### config.mk
export PLATFORM = sky130hd
export DESIGN_NAME = tlb_asid_cache
export DESIGN_NICKNAME = d
export VERILOG_FILES = /design/src/rtl/tlb_pkg.sv /design/src/rtl/tlb_way_cmp.sv /design/src/rtl/tlb_repl.sv /design/src/rtl/tlb_asid_cache.sv
export SDC_FILE = /design/constraint.sdc
export NUM_CORES = 1
export LEC_CHECK = 0
export ABC_AREA = 0
export BUFFER_PORTS_ARGS = -buffer_cell sky130_fd_sc_hd__buf_2
export CORE_MARGIN = 5
export CORE_UTILIZATION = 60
export DETAILED_ROUTE_END_ITERATION = 10
export PLACE_DENSITY_LB_ADDON = 0.05
export REMOVE_ABC_BUFFERS = 1
export SYNTH_ARGS = -nofsm -noshare
export SYNTH_HDL_FRONTEND = slang
export SYNTH_HIERARCHICAL = 1
export SYNTH_SLANG_ARGS = --single-unit
### constraint.sdc
create_clock -name clk -period 7.1 [get_ports clk]
set_input_delay 0.355 -clock clk [delete_from_list [all_inputs] [get_ports clk]]
set_output_delay 0.355 -clock clk [all_outputs]
set_load 0.02 [all_outputs]
### src/rtl/tlb_pkg.sv
`timescale 1ns/1ps
// Package: shared widths, permission bit positions and the stored entry type
// for the translation cache. Assumes a two-level 32-bit paging scheme.
package tlb_pkg;
    localparam int VPN_W  = 20;
    localparam int PPN_W  = 22;
    localparam int ASID_W = 9;
    localparam int PERM_W = 7;
    localparam int LO_W   = 10;          // page-number bits covered by a superpage

    // permission bit positions
    localparam int PB_R = 0;
    localparam int PB_W = 1;
    localparam int PB_X = 2;
    localparam int PB_U = 3;
    localparam int PB_G = 4;
    localparam int PB_A = 5;
    localparam int PB_D = 6;

    typedef struct packed {
        logic              valid;
        logic              sup;
        logic [ASID_W-1:0] asid;
        logic [VPN_W-1:0]  vpn;
        logic [PPN_W-1:0]  ppn;
        logic [PERM_W-1:0] perm;
    } tlb_ent_t;
endpackage

### src/rtl/tlb_way_cmp.sv
`timescale 1ns/1ps
// Module: tag comparison for one entry. Produces the lookup hit (identifier
// match or global override, size-aware tag) and the fill same-page match
// (same size, same tag, same identifier). Assumes the stored low tag bits of
// a superpage are don't-care.
module tlb_way_cmp
    import tlb_pkg::*;
(
    input  logic              ent_valid,
    input  logic              ent_sup,
    input  logic              ent_glob,
    input  logic [ASID_W-1:0] ent_asid,
    input  logic [VPN_W-1:0]  ent_vpn,
    input  logic [VPN_W-1:0]  lk_vpn,
    input  logic [ASID_W-1:0] lk_asid,
    input  logic [VPN_W-1:0]  fill_vpn,
    input  logic [ASID_W-1:0] fill_asid,
    input  logic              fill_super,
    output logic              hit,
    output logic              same_page
);
    logic lk_tag_eq;
    logic fill_tag_eq;

    // size-aware tag compare for lookup and fill
    always_comb begin
        lk_tag_eq = (ent_vpn[VPN_W-1:LO_W] == lk_vpn[VPN_W-1:LO_W]) &&
                    (ent_sup || (ent_vpn[LO_W-1:0] == lk_vpn[LO_W-1:0]));
        fill_tag_eq = (ent_vpn[VPN_W-1:LO_W] == fill_vpn[VPN_W-1:LO_W]) &&
                      (ent_sup || (ent_vpn[LO_W-1:0] == fill_vpn[LO_W-1:0]));
    end

    // qualify with valid bit and identifier
    always_comb begin
        hit       = ent_valid && lk_tag_eq && (ent_glob || (ent_asid == lk_asid));
        same_page = ent_valid && fill_tag_eq && (ent_sup == fill_super) &&
                    (ent_asid == fill_asid);
    end
endmodule

### src/rtl/tlb_repl.sv
`timescale 1ns/1ps
// Module: fill slot choice. Picks the lowest invalid entry, else the
// round-robin pointer. Assumes the pointer is kept below N_ENT by the owner.
module tlb_repl #(
    parameter int N_ENT = 8,
    localparam int IDX_W = $clog2(N_ENT)
) (
    input  logic [N_ENT-1:0] valid_v,
    input  logic [IDX_W-1:0] rr_ptr,
    output logic [IDX_W-1:0] victim,
    output logic             full
);
    logic             any_free;
    logic [IDX_W-1:0] free_idx;

    // priority search for the lowest free slot
    always_comb begin
        any_free = 1'b0;
        free_idx = '0;
        for (int i = N_ENT - 1; i >= 0; i--) begin
            if (!valid_v[i]) begin
                any_free = 1'b1;
                free_idx = IDX_W'(i);
            end
        end
    end

    // choose between free slot and rotating victim
    always_comb begin
        full   = !any_free;
        victim = any_free ? free_idx : rr_ptr;
    end
endmodule

### src/rtl/tlb_asid_cache.sv
`timescale 1ns/1ps
// Module: fully associative translation cache with identifier tags, global
// override and 4 MiB superpages. Lookup is combinational from the stored
// entries; fill and flush act on the rising edge, flush first. Assumes the
// caller never relies on a lookup seeing a fill in its own cycle.
module tlb_asid_cache
    import tlb_pkg::*;
#(
    parameter int N_ENT = 8,
    localparam int IDX_W = $clog2(N_ENT)
) (
    input  logic              clk,
    input  logic              rst_n,
    input  logic [VPN_W-1:0]  lk_vpn,
    input  logic [ASID_W-1:0] lk_asid,
    output logic              lk_hit,
    output logic [PPN_W-1:0]  lk_ppn,
    output logic [PERM_W-1:0] lk_perm,
    output logic              lk_super,
    input  logic              fill_en,
    input  logic [VPN_W-1:0]  fill_vpn,
    input  logic [ASID_W-1:0] fill_asid,
    input  logic [PPN_W-1:0]  fill_ppn,
    input  logic [PERM_W-1:0] fill_perm,
    input  logic              fill_super,
    input  logic              flush_en,
    input  logic              flush_all,
    input  logic [ASID_W-1:0] flush_asid
);
    tlb_ent_t         tbl [N_ENT];
    logic [N_ENT-1:0] hit_v;
    logic [N_ENT-1:0] same_v;
    logic [N_ENT-1:0] valid_v;
    logic [IDX_W-1:0] rr_ptr;
    logic [IDX_W-1:0] victim;
    logic             full;
    logic             hit_any;
    logic [IDX_W-1:0] hit_idx;
    logic             same_any;
    logic [IDX_W-1:0] same_idx;
    logic [IDX_W-1:0] tgt;
    tlb_ent_t         new_ent;
    tlb_ent_t         sel_ent;

    // one comparator per entry
    for (genvar g = 0; g < N_ENT; g++) begin : g_way
        assign valid_v[g] = tbl[g].valid;
        tlb_way_cmp u_cmp (
            .ent_valid (tbl[g].valid),
            .ent_sup   (tbl[g].sup),
            .ent_glob  (tbl[g].perm[PB_G]),
            .ent_asid  (tbl[g].asid),
            .ent_vpn   (tbl[g].vpn),
            .lk_vpn    (lk_vpn),
            .lk_asid   (lk_asid),
            .fill_vpn  (fill_vpn),
            .fill_asid (fill_asid),
            .fill_super(fill_super),
            .hit       (hit_v[g]),
            .same_page (same_v[g])
        );
    end

    tlb_repl #(.N_ENT(N_ENT)) u_repl (
        .valid_v(valid_v),
        .rr_ptr (rr_ptr),
        .victim (victim),
        .full   (full)
    );

    // lowest-index hit and same-page selection
    always_comb begin
        hit_any  = 1'b0;
        hit_idx  = '0;
        same_any = 1'b0;
        same_idx = '0;
        for (int i = N_ENT - 1; i >= 0; i--) begin
            if (hit_v[i]) begin
                hit_any = 1'b1;
                hit_idx = IDX_W'(i);
            end
            if (same_v[i]) begin
                same_any = 1'b1;
                same_idx = IDX_W'(i);
            end
        end
    end

    // lookup result, superpage low bits taken from the request
    always_comb begin
        sel_ent  = tbl[hit_idx];
        lk_hit   = hit_any;
        lk_super = hit_any && sel_ent.sup;
        lk_perm  = hit_any ? sel_ent.perm : '0;
        if (!hit_any)
            lk_ppn = '0;
        else if (sel_ent.sup)
            lk_ppn = {sel_ent.ppn[PPN_W-1:LO_W], lk_vpn[LO_W-1:0]};
        else
            lk_ppn = sel_ent.ppn;
    end

    // entry image and slot for a fill
    always_comb begin
        new_ent.valid = 1'b1;
        new_ent.sup   = fill_super;
        new_ent.asid  = fill_asid;
        new_ent.vpn   = fill_super ? {fill_vpn[VPN_W-1:LO_W], {LO_W{1'b0}}} : fill_vpn;
        new_ent.ppn   = fill_ppn;
        new_ent.perm  = fill_perm;
        tgt           = same_any ? same_idx : victim;
    end

    // state update: reset, then flush, then fill (fill wins)
    always_ff @(posedge clk) begin
        if (!rst_n) begin
            for (int i = 0; i < N_ENT; i++) tbl[i] <= '0;
            rr_ptr <= '0;
        end else begin
            if (flush_en) begin
                for (int i = 0; i < N_ENT; i++) begin
                    if (flush_all || (!tbl[i].perm[PB_G] && tbl[i].asid == flush_asid))
                        tbl[i].valid <= 1'b0;
                end
            end
            if (fill_en) begin
                tbl[tgt] <= new_ent;
                if (!same_any && full)
                    rr_ptr <= (rr_ptr == IDX_W'(N_ENT - 1)) ? '0 : rr_ptr + 1'b1;
            end
        end
    end
endmodule

# Yosys cells after proc, flatten, opt, wreduce, memory -nomap -nowiden
# Memories as Yosys holds them, arrays and structs flattened.
# Cells that the tools add are included.
dict set report totals {
  reg_bits 3
  ramBits 480
  in_bits 102
  out_inout_bits 31
  wordCells 284
  n_memories 1
}
# name words width read_ports rd_ports_with_merged_regs wr line_no
set mem_list {}
lappend mem_list {tbl 8 60 9 0 9 tlb_asid_cache.sv:30} ;# tlb_ent_t tbl [N_ENT];
dict set report op_classes {
  addsub 1
  n_eq_ne 65
  n_mux 99
  bitwise_logic 8
  reduce_logical 109
}
# cell n
set ops {}
lappend ops {{10-bit == test} 32}
lappend ops {{9-bit == test} 24}
lappend ops {{3-bit two-way mux} 27}
lappend ops {{1-bit two-way mux} 68}
lappend ops {{1-bit logical AND} 66}
lappend ops {{1-bit logical OR} 32}
lappend ops {{22-bit two-way mux} 1}
lappend ops {{10-bit two-way mux} 2}
lappend ops {{1-bit logical NOT} 10}
lappend ops {{1-bit == test} 8}
lappend ops {{1-bit OR} 8}
lappend ops {{7-bit two-way mux} 1}
lappend ops {{3-bit by 1-bit adder with 3-bit output, second input constant} 1}
lappend ops {{3-bit == test, second input constant} 1}
lappend ops {{2-bit AND reduction} 1}

# Longest topological paths before layout
# Gate-level depths: netlist of run 1.
# An unclocked memory read counts as a cell.
dict set report logic_depth {
  word_depth 18
  depth_mapped 13
  mapped_depth_nobuf 10
}

# By module
# The synthesis of run 1 kept the hierarchy.
# mod instances cells_each area_per_inst_um2 seq_area_each_um2
set modules_own_cells {}
lappend modules_own_cells {tlb_asid_cache 1 1482 21065.2 14393.8}
lappend modules_own_cells {tlb_way_cmp 8 80 656.9 0.0}
lappend modules_own_cells {tlb_repl 1 15 88.8 0.0}

# Least setup slack after synthesis of run 1
# No wires, ideal clock.
dict set report synth_path {
  path_type {register to register}
  from {mem tbl[3][55] in the netlist's numbering}
  to {mem tbl[1][0] in the netlist's numbering, enable pin}
  setup_ns 0.655
  arrival_time_ns 3.494
  t_required_ns 6.445
  slack_ns 2.952
  path_stages_with_launch 13
  n_path_buf 2
  period_less_slack_ns 4.148
  cell_sequence {edfxtp_1 xor2_1 nor4_1 nand4_1 nor3_1 nor2_1 nand2_1 nor2_2 and2_1 buf_4 o21ai_0 clkbuf_1 nand2_1}
}
# element line_no
set synth_rtl {}
lappend synth_rtl {{start, declared} tlb_asid_cache.sv:30}

==> results.yml, run 1 <==
setup_path:
  crit_path_cell_trace: "xor2_1 > nor4_1 > a41oi_1 > nor4_1 > nor2b_1 > o21bai_1 > nand2_2 > buf_4 > mux4_2 > a22o_1 > buf_2"
  slowest_delay_ns: 0.86
  critPathKind: "register to output port"
  setup.worst_path.end_class: "output port"
  critPathLaunchType: "register"
  crit_slowest_cell: "nor4_1"
  path_delay_family: "simple AND/OR/NAND/NOR gates"
  path_buf_inv: 2
  arrival_ns: 5.64
  path_common_cell: "nor4_1"
  cp_max_fo: 14
  worstPathRequired_ns: 6.74
drt:
  viasPerCell: 6.29
  firstDrtPassIters: 5
  drt_iter0_drc: 2403
  antenna_left: 0
  num_vias: 18096
  wirelength_mm: 80.9
  drcViolationCount: 0
  wire_per_inst_um: 28.1
timing:
  finalHoldViolations: 0
  fin_crit_sh_pct: 84.4
  rsz0062_at_grt: "no"
  setup_viol: 0
  tightest_slew_ns: 1.46
  tns_ns: 0
  relSlewSlack_pct: 2.08
  skew_ns: 0.0237
  slew_viol_final: 0
  fmax_mhz: 167
  setup_ws_ns: 1.11
  min_period_ns: 5.99
pwr:
  clkPwrFrac_pct: 40.3
  leakage_nw: 10.9
  p_sw_share_pct: 25.0
  p_int_mw: 5.01
  pwr-share-seq_pct: 50.3
  powerDensity_nw_per_um2: 226
  ir_worst_vdd_mv: 0.223
  p_switching_mw: 1.67
  p_comb_share_pct: 9.5
cells_and_area:
  layout.nets: 2353
  fillers: 3206
  drive_above_1_share_pct: 14.2
  syn_to_final_growth_pct: 11.6
  multi_input_area_um2: 11700
  regArea_um2: 14400
floorplan:
  core.rowCount: 76
  die_w_um: 220
  core_region_area_um2: 43300
  initial_core_util_pct: 61.0
  io_pins: 133
  dieArea_um2: 48300
  die_h_um: 220
clocking:
  clk_latency_ns: 0.62
  post_cts_buffers: 0
  cts_resized: 0
  cts_max_path_buffers: 3
  path_clk_slew_ns: 0.06
  root_buffer: "clkbuf_16"
  cts_buffers: 51
  cts_tree: "built"
  clock-sinks: 483
  ctsHoldBuffers: 0
  cts_max_level: 2
global_routing:
  grt_pass1_vias: 17639
  overflow: 0
  grt.total_usage_pct: 33.3
  grt_pass1_wl_mm: 118
  grt_max_degree: 60
  antenna_found_initial: 8
place:
  hpwl_mm: 53.3
  gp_congestion: 0.954
  io_buffers: 132
  place_ws_ns: 1.51
yosys:
  synth_edf_count: 472
  synth_area_um2: 26400
  ys_async_sr_fraction_pct: 0
  synth_ff_type: "edfxtp_1"
  postSynthRegisterBits: 483
  syn_avg_cell_area_um2: 12.4
  ys_types: 55
  yosysWarnings: 6
  synth-seq-area-share_pct: 54.5
  synthCells: 2137
run_status:
  status: "complete, but fails checks"
  violations: "capacitance limit"
job:
  cap_violations: 1
min_path:
  hold_class: "primary input to register"
cell usage in the layout, fill, tap and decap left out, types with 20 or more instances in the layout:
cell type,synthesis,routed
nor2_1,96,93
a41oi_1,24,24
buf_4,8,29
a22o_1,20,20
nand4_1,41,41
buf_2,8,132
mux4_2,40,40
nor3_1,29,26
clkbuf_16,0,52
nand3_1,72,72
nor4_1,89,88
and2_1,394,394
edfxtp_1,472,472
xor2_1,376,376
xnor2_1,168,168
a32oi_1,20,20
o21ai_0,53,49
nand2_1,33,24
power groups by stage:
stage               Sequential [mW]  Clock [mW]  Combinational [mW]
finish                         3.35        2.69               0.631
global route                   3.36        2.83               0.668
CTS                            3.35        2.70               0.624
detailed placement             3.41           0               0.620
global placement               3.41           0               0.615
floorplan                      3.38           0               0.330
cells in the mapped netlist (all sizes together), types with 20 or more instances:
cell | number | area share, %
and2 | 394 | 9.3
xnor2 | 168 | 5.6
xor2 | 376 | 12
nor3 | 32 | 0.71
nand2 | 36 | 0.54
edfxtp | 472 | 54
o21ai | 55 | 1.0
a32oi | 20 | 0.66
nand3 | 72 | 1.4
a41oi | 24 | 0.80
mux4 | 40 | 3.4
nand4 | 42 | 1.0
buf | 32 | 0.69
a22o | 20 | 0.66
nor4 | 97 | 2.5
clkbuf | 76 | 1.1
nor2 | 98 | 1.4
area by class of cell:
| cell class | count | area share (%) |
|---|---|---|
| inverters | 3 | 0.0382 |
| flip-flops and latches | 483 | 48.8 |
| clock inverters | 31 | 1.07 |
| multi-input cells | 1543 | 39.6 |
| clock buffers | 64 | 4.57 |
| well taps | 585 | 2.48 |
| diodes | 2 | 0.0170 |
| repair buffers | 167 | 3.39 |
path summary, 6_finish.rpt:
| path | startpoint | to | slack (ns) | cells after the start |
|---|---|---|---|---|
| worst max register to register | tbl[3][57]$_SDFFCE_PN0P_ | tbl[2][6]$_SDFFCE_PN0P_ | 2.18 | 11 |
| worst min-delay path | fill_ppn[19] | tbl[1][26]$_SDFFCE_PN0P_ | 0.1 | 2 |
| worst max-delay path | tbl[2][56]$_SDFFCE_PN0P_ | lk_perm[0] | 1.11 | 11 |
| worst min register to register | rr_ptr[1]$_SDFFE_PN0P_ | rr_ptr[1]$_SDFFE_PN0P_ | 0.56 | 2 |
worst reg2reg max path, cell delays in order (launching register included):
cell,delay [ns]
edfxtp_1,0.46
xor2_1,0.21
nor4_1,0.72
nand4_1,0.30
nor3_1,0.68
nor2_1,0.16
nand2_1,0.12
nor2_2,0.05
and2_1,0.29
nor3_4,1.05
buf_4,0.54
and2_1,0.21
kinds of logic after synthesis:
kind of cell	synth area share, %
xor gates and xnor gates	18.0
adders and majority gates	0.0947
AOI/OAI and AO/OA	4.11
and+or+nand+nor	17.5
buffers and inverters	1.87
DFF	54.5
muxes	3.91
flip-flops by register name (all words and copies together) (netlist names):
register,count
tbl,480
rr_ptr,3
per-stage QoR:
stage	power (mW)	cell area [µm²]	hold slack, ns	utilization, %	std cells
final	6.67	29500	0.0965	68.1	2878
after detailed placement	4.03	27800	0.541	64.2	2781
after floorplan	3.71	25900	0.471	-	2029
after CTS	6.68	29500	0.0692	68.1	2876
after global routing	6.86	29500	0.103	68.1	2877
after global placement	4.02	27800	0.530	64.2	2781
per-layer routing:
| metal | share of wire (%) | vias up | wire length [µm] | global-route usage, % |
|---|---|---|---|---|
| li1 | - | 7885 | - | - |
| met1 | 42 | 9115 | 33700 | 49.7 |
| met2 | 45 | 952 | 36800 | 50.5 |
| met3 | 9.7 | 134 | 7870 | 6.15 |
| met4 | 3.1 | 10 | 2470 | 9.94 |
| met5 | 0.077 | - | 62 | 0 |
Power figures use the tool's default switching activity.
==> run 2, diff against run 1 <==
Settings changed: CORE_UTILIZATION 60 to 56.
Clock period 7.1 ns to 5.3 ns, I/O delays scaled along.
==> results.yml, run 2 (same netlist as run 1, synthesis figures left out) <==
global_routing:
  antenna_found_initial: 9
  grt.total_usage_pct: 31.8
  grt_pass1_vias: 18192
  grt_pass1_wl_mm: 120
  overflow: 0
  grt_max_degree: 60
floorplan:
  core.rowCount: 79
  initial_core_util_pct: 56.7
  dieArea_um2: 51600
  die_w_um: 227
  core_region_area_um2: 46600
  die_h_um: 227
  io_pins: 133
setup_path:
  critPathLaunchType: "register"
  critPathKind: "register to output port"
  cp-endpoint: "lk_perm[0]"
  cp_max_fo: 38
  regToRegSetupSlack_ns: 0.98
  worstPathRequired_ns: 5.04
  r2r_end: "tbl[5][2]$_SDFFCE_PN0P_"
  worstSetupStartpoint: "tbl[7][53]$_SDFFCE_PN0P_"
  reg2reg_from: "tbl[2][57]$_SDFFCE_PN0P_"
  setup.worst_path.end_class: "output port"
  arrival_ns: 4.83
  rr_worst_depth: 11
drt:
  routed.top_layer: "met5"
  wl_met2_mm: 37.7
  drcViolationCount: 0
  antenna_left: 0
  wirelength_mm: 82.3
  drt_iter0_drc: 1867
  wl_met1_mm: 34.4
  route.met3.wl_mm: 7.32
  viasPerCell: 6.15
  wire_per_inst_um: 27.9
  num_vias: 18114
  firstDrtPassIters: 5
cells_and_area:
  mostFrequentLayoutCell: "edfxtp_1"
  largest_reg_flops: 480
  layout.nets: 2392
  reg_top3: "tbl: 480 flops, rr_ptr: 3 flops"
  drive_above_1_share_pct: 14.9
  syn_to_final_growth_pct: 13.3
  most-common-layout-cells: "edfxtp_1, and2_1, xor2_1"
  top_register: "tbl"
clocking:
  root_buffer: "clkbuf_16"
  path_clk_slew_ns: 0.06
  cts_tree: "built"
  clock-sinks: 483
  cts_buffers: 53
  cts_max_level: 2
  clk_latency_ns: 0.62
  cts_max_path_buffers: 3
timing:
  fmax_mhz: 196
  setup_viol: 0
  skew_ns: 0.0185
  finalHoldViolations: 0
  tns_ns: 0
  slew_viol_final: 0
  tightest_slew_ns: 0.894
  fin_hold_ws_ns: 0.0268
  relSlewSlack_pct: 39.8
  fin_crit_sh_pct: 96.1
  rsz0062_at_grt: "no"
  min_period_ns: 5.09
pwr:
  clkPwrFrac_pct: 40.8
  ir_worst_vdd_mv: 0.342
  p_sw_share_pct: 25.0
  pwr-share-seq_pct: 49.7
  p_comb_share_pct: 9.6
  leakage_nw: 11.1
  p_int_mw: 6.78
  powerDensity_nw_per_um2: 302
  p_switching_mw: 2.25
run_status:
  status: "completed"
place:
  hpwl_mm: 53.9
  io_buffers: 132
  gp_congestion: 0.942
min_path:
  hold_class: "primary input to register"
job:
  cap_violations: 0
[run 2: cell types whose count changed in the layout (fill, tap and decap cells not counted), moves of 2 or more]
| cell | before | now |
|---|---|---|
| dlygate4sd3_1 | 0 | 20 |
| buf_4 | 29 | 42 |
| clkinv_2 | 10 | 15 |
| diode_2 | 2 | 6 |
| buf_12 | 6 | 10 |
| clkbuf_1 | 12 | 14 |
| clkinvlp_4 | 3 | 1 |
| clkinv_1 | 11 | 8 |
[run 2: power groups by stage]
stage / registers [mW] / logic, mW / clock network, mW
global placement: 4.55 / 0.840 / 0
detailed placement: 4.56 / 0.842 / 0
CTS: 4.48 / 0.858 / 3.73
floorplan: 4.53 / 0.442 / 0
finish: 4.48 / 0.866 / 3.68
global route: 4.50 / 0.917 / 3.89
[run 2: worst min path at each step]
stage / from / end / slack, ns / cells past startpoint
after floorplan: rst_n / rr_ptr[0]$_SDFFE_PN0P_ / 0.39 / 1
after global placement: rr_ptr[1]$_SDFFE_PN0P_ / rr_ptr[1]$_SDFFE_PN0P_ / 0.50 / 2
after detailed placement: rr_ptr[1]$_SDFFE_PN0P_ / rr_ptr[1]$_SDFFE_PN0P_ / 0.54 / 2
after CTS: fill_ppn[6] / tbl[2][13]$_SDFFCE_PN0P_ / 0.004 / 2
after global routing: fill_ppn[10] / tbl[0][17]$_SDFFCE_PN0P_ / 0.03 / 2
final: fill_ppn[7] / tbl[7][14]$_SDFFCE_PN0P_ / 0.03 / 2
[run 2: repair_timing]
| item | in CTS | in global routing |
|---|---|---|
| endpoints found under the setup margin | 0 | 11 |
| endpoints found under the hold margin | 134 | 0 |
| hold buffers | 20 | 0 |
| buffers inserted | 0 | 1 |
| resized for setup | 0 | 1 |
[run 2: metal layers]
layer | up-vias | GRT usage [%]
met1 | 9078 | 46.1
li1 | 7979 | -
met3 | 169 | 5.78
met4 | 6 | 10.3
met5 | - | 0
met2 | 882 | 49.1
[run 2: area by class of cell]
cell class                 count  area (µm²)
inverter                       3        11.3
timing repair buffer         204        1380
clock buffer                  68        1390
fill                        3655       16600
tap                          607         759
multi-input combinational   1543       11700
antenna                        6        15.0
sequential                   483       14400
clock inverter                32         322
[run 2: stage by stage]
stage | instance area [µm²] | worst slack (ns) | std cells | power (mW) | utilization (%)
final | 29900 | 0.207 | 2946 | 9.03 | 64.3
after global routing | 29900 | 0.0908 | 2943 | 9.30 | 64.3
after CTS | 29900 | 0.0823 | 2939 | 9.07 | 64.2
after detailed placement | 28000 | 0.667 | 2819 | 5.40 | 60.1
after global placement | 28000 | 0.718 | 2819 | 5.39 | 60.1
after floorplan | 25900 | 0.0977 | 2029 | 4.97 | -
[run 2: critical path, stage by stage (launching register included)]
cell and delay (ns):
edfxtp_1 0.53, xor2_1 0.20, nor4_1 0.49, a41oi_1 0.38
nor4_1 0.62, nor2b_1 0.27, o21ai_1 0.10, buf_4 0.21
nand2_2 0.10, buf_12 0.28, mux4_2 0.56, a22o_1 0.26
buf_2 0.16
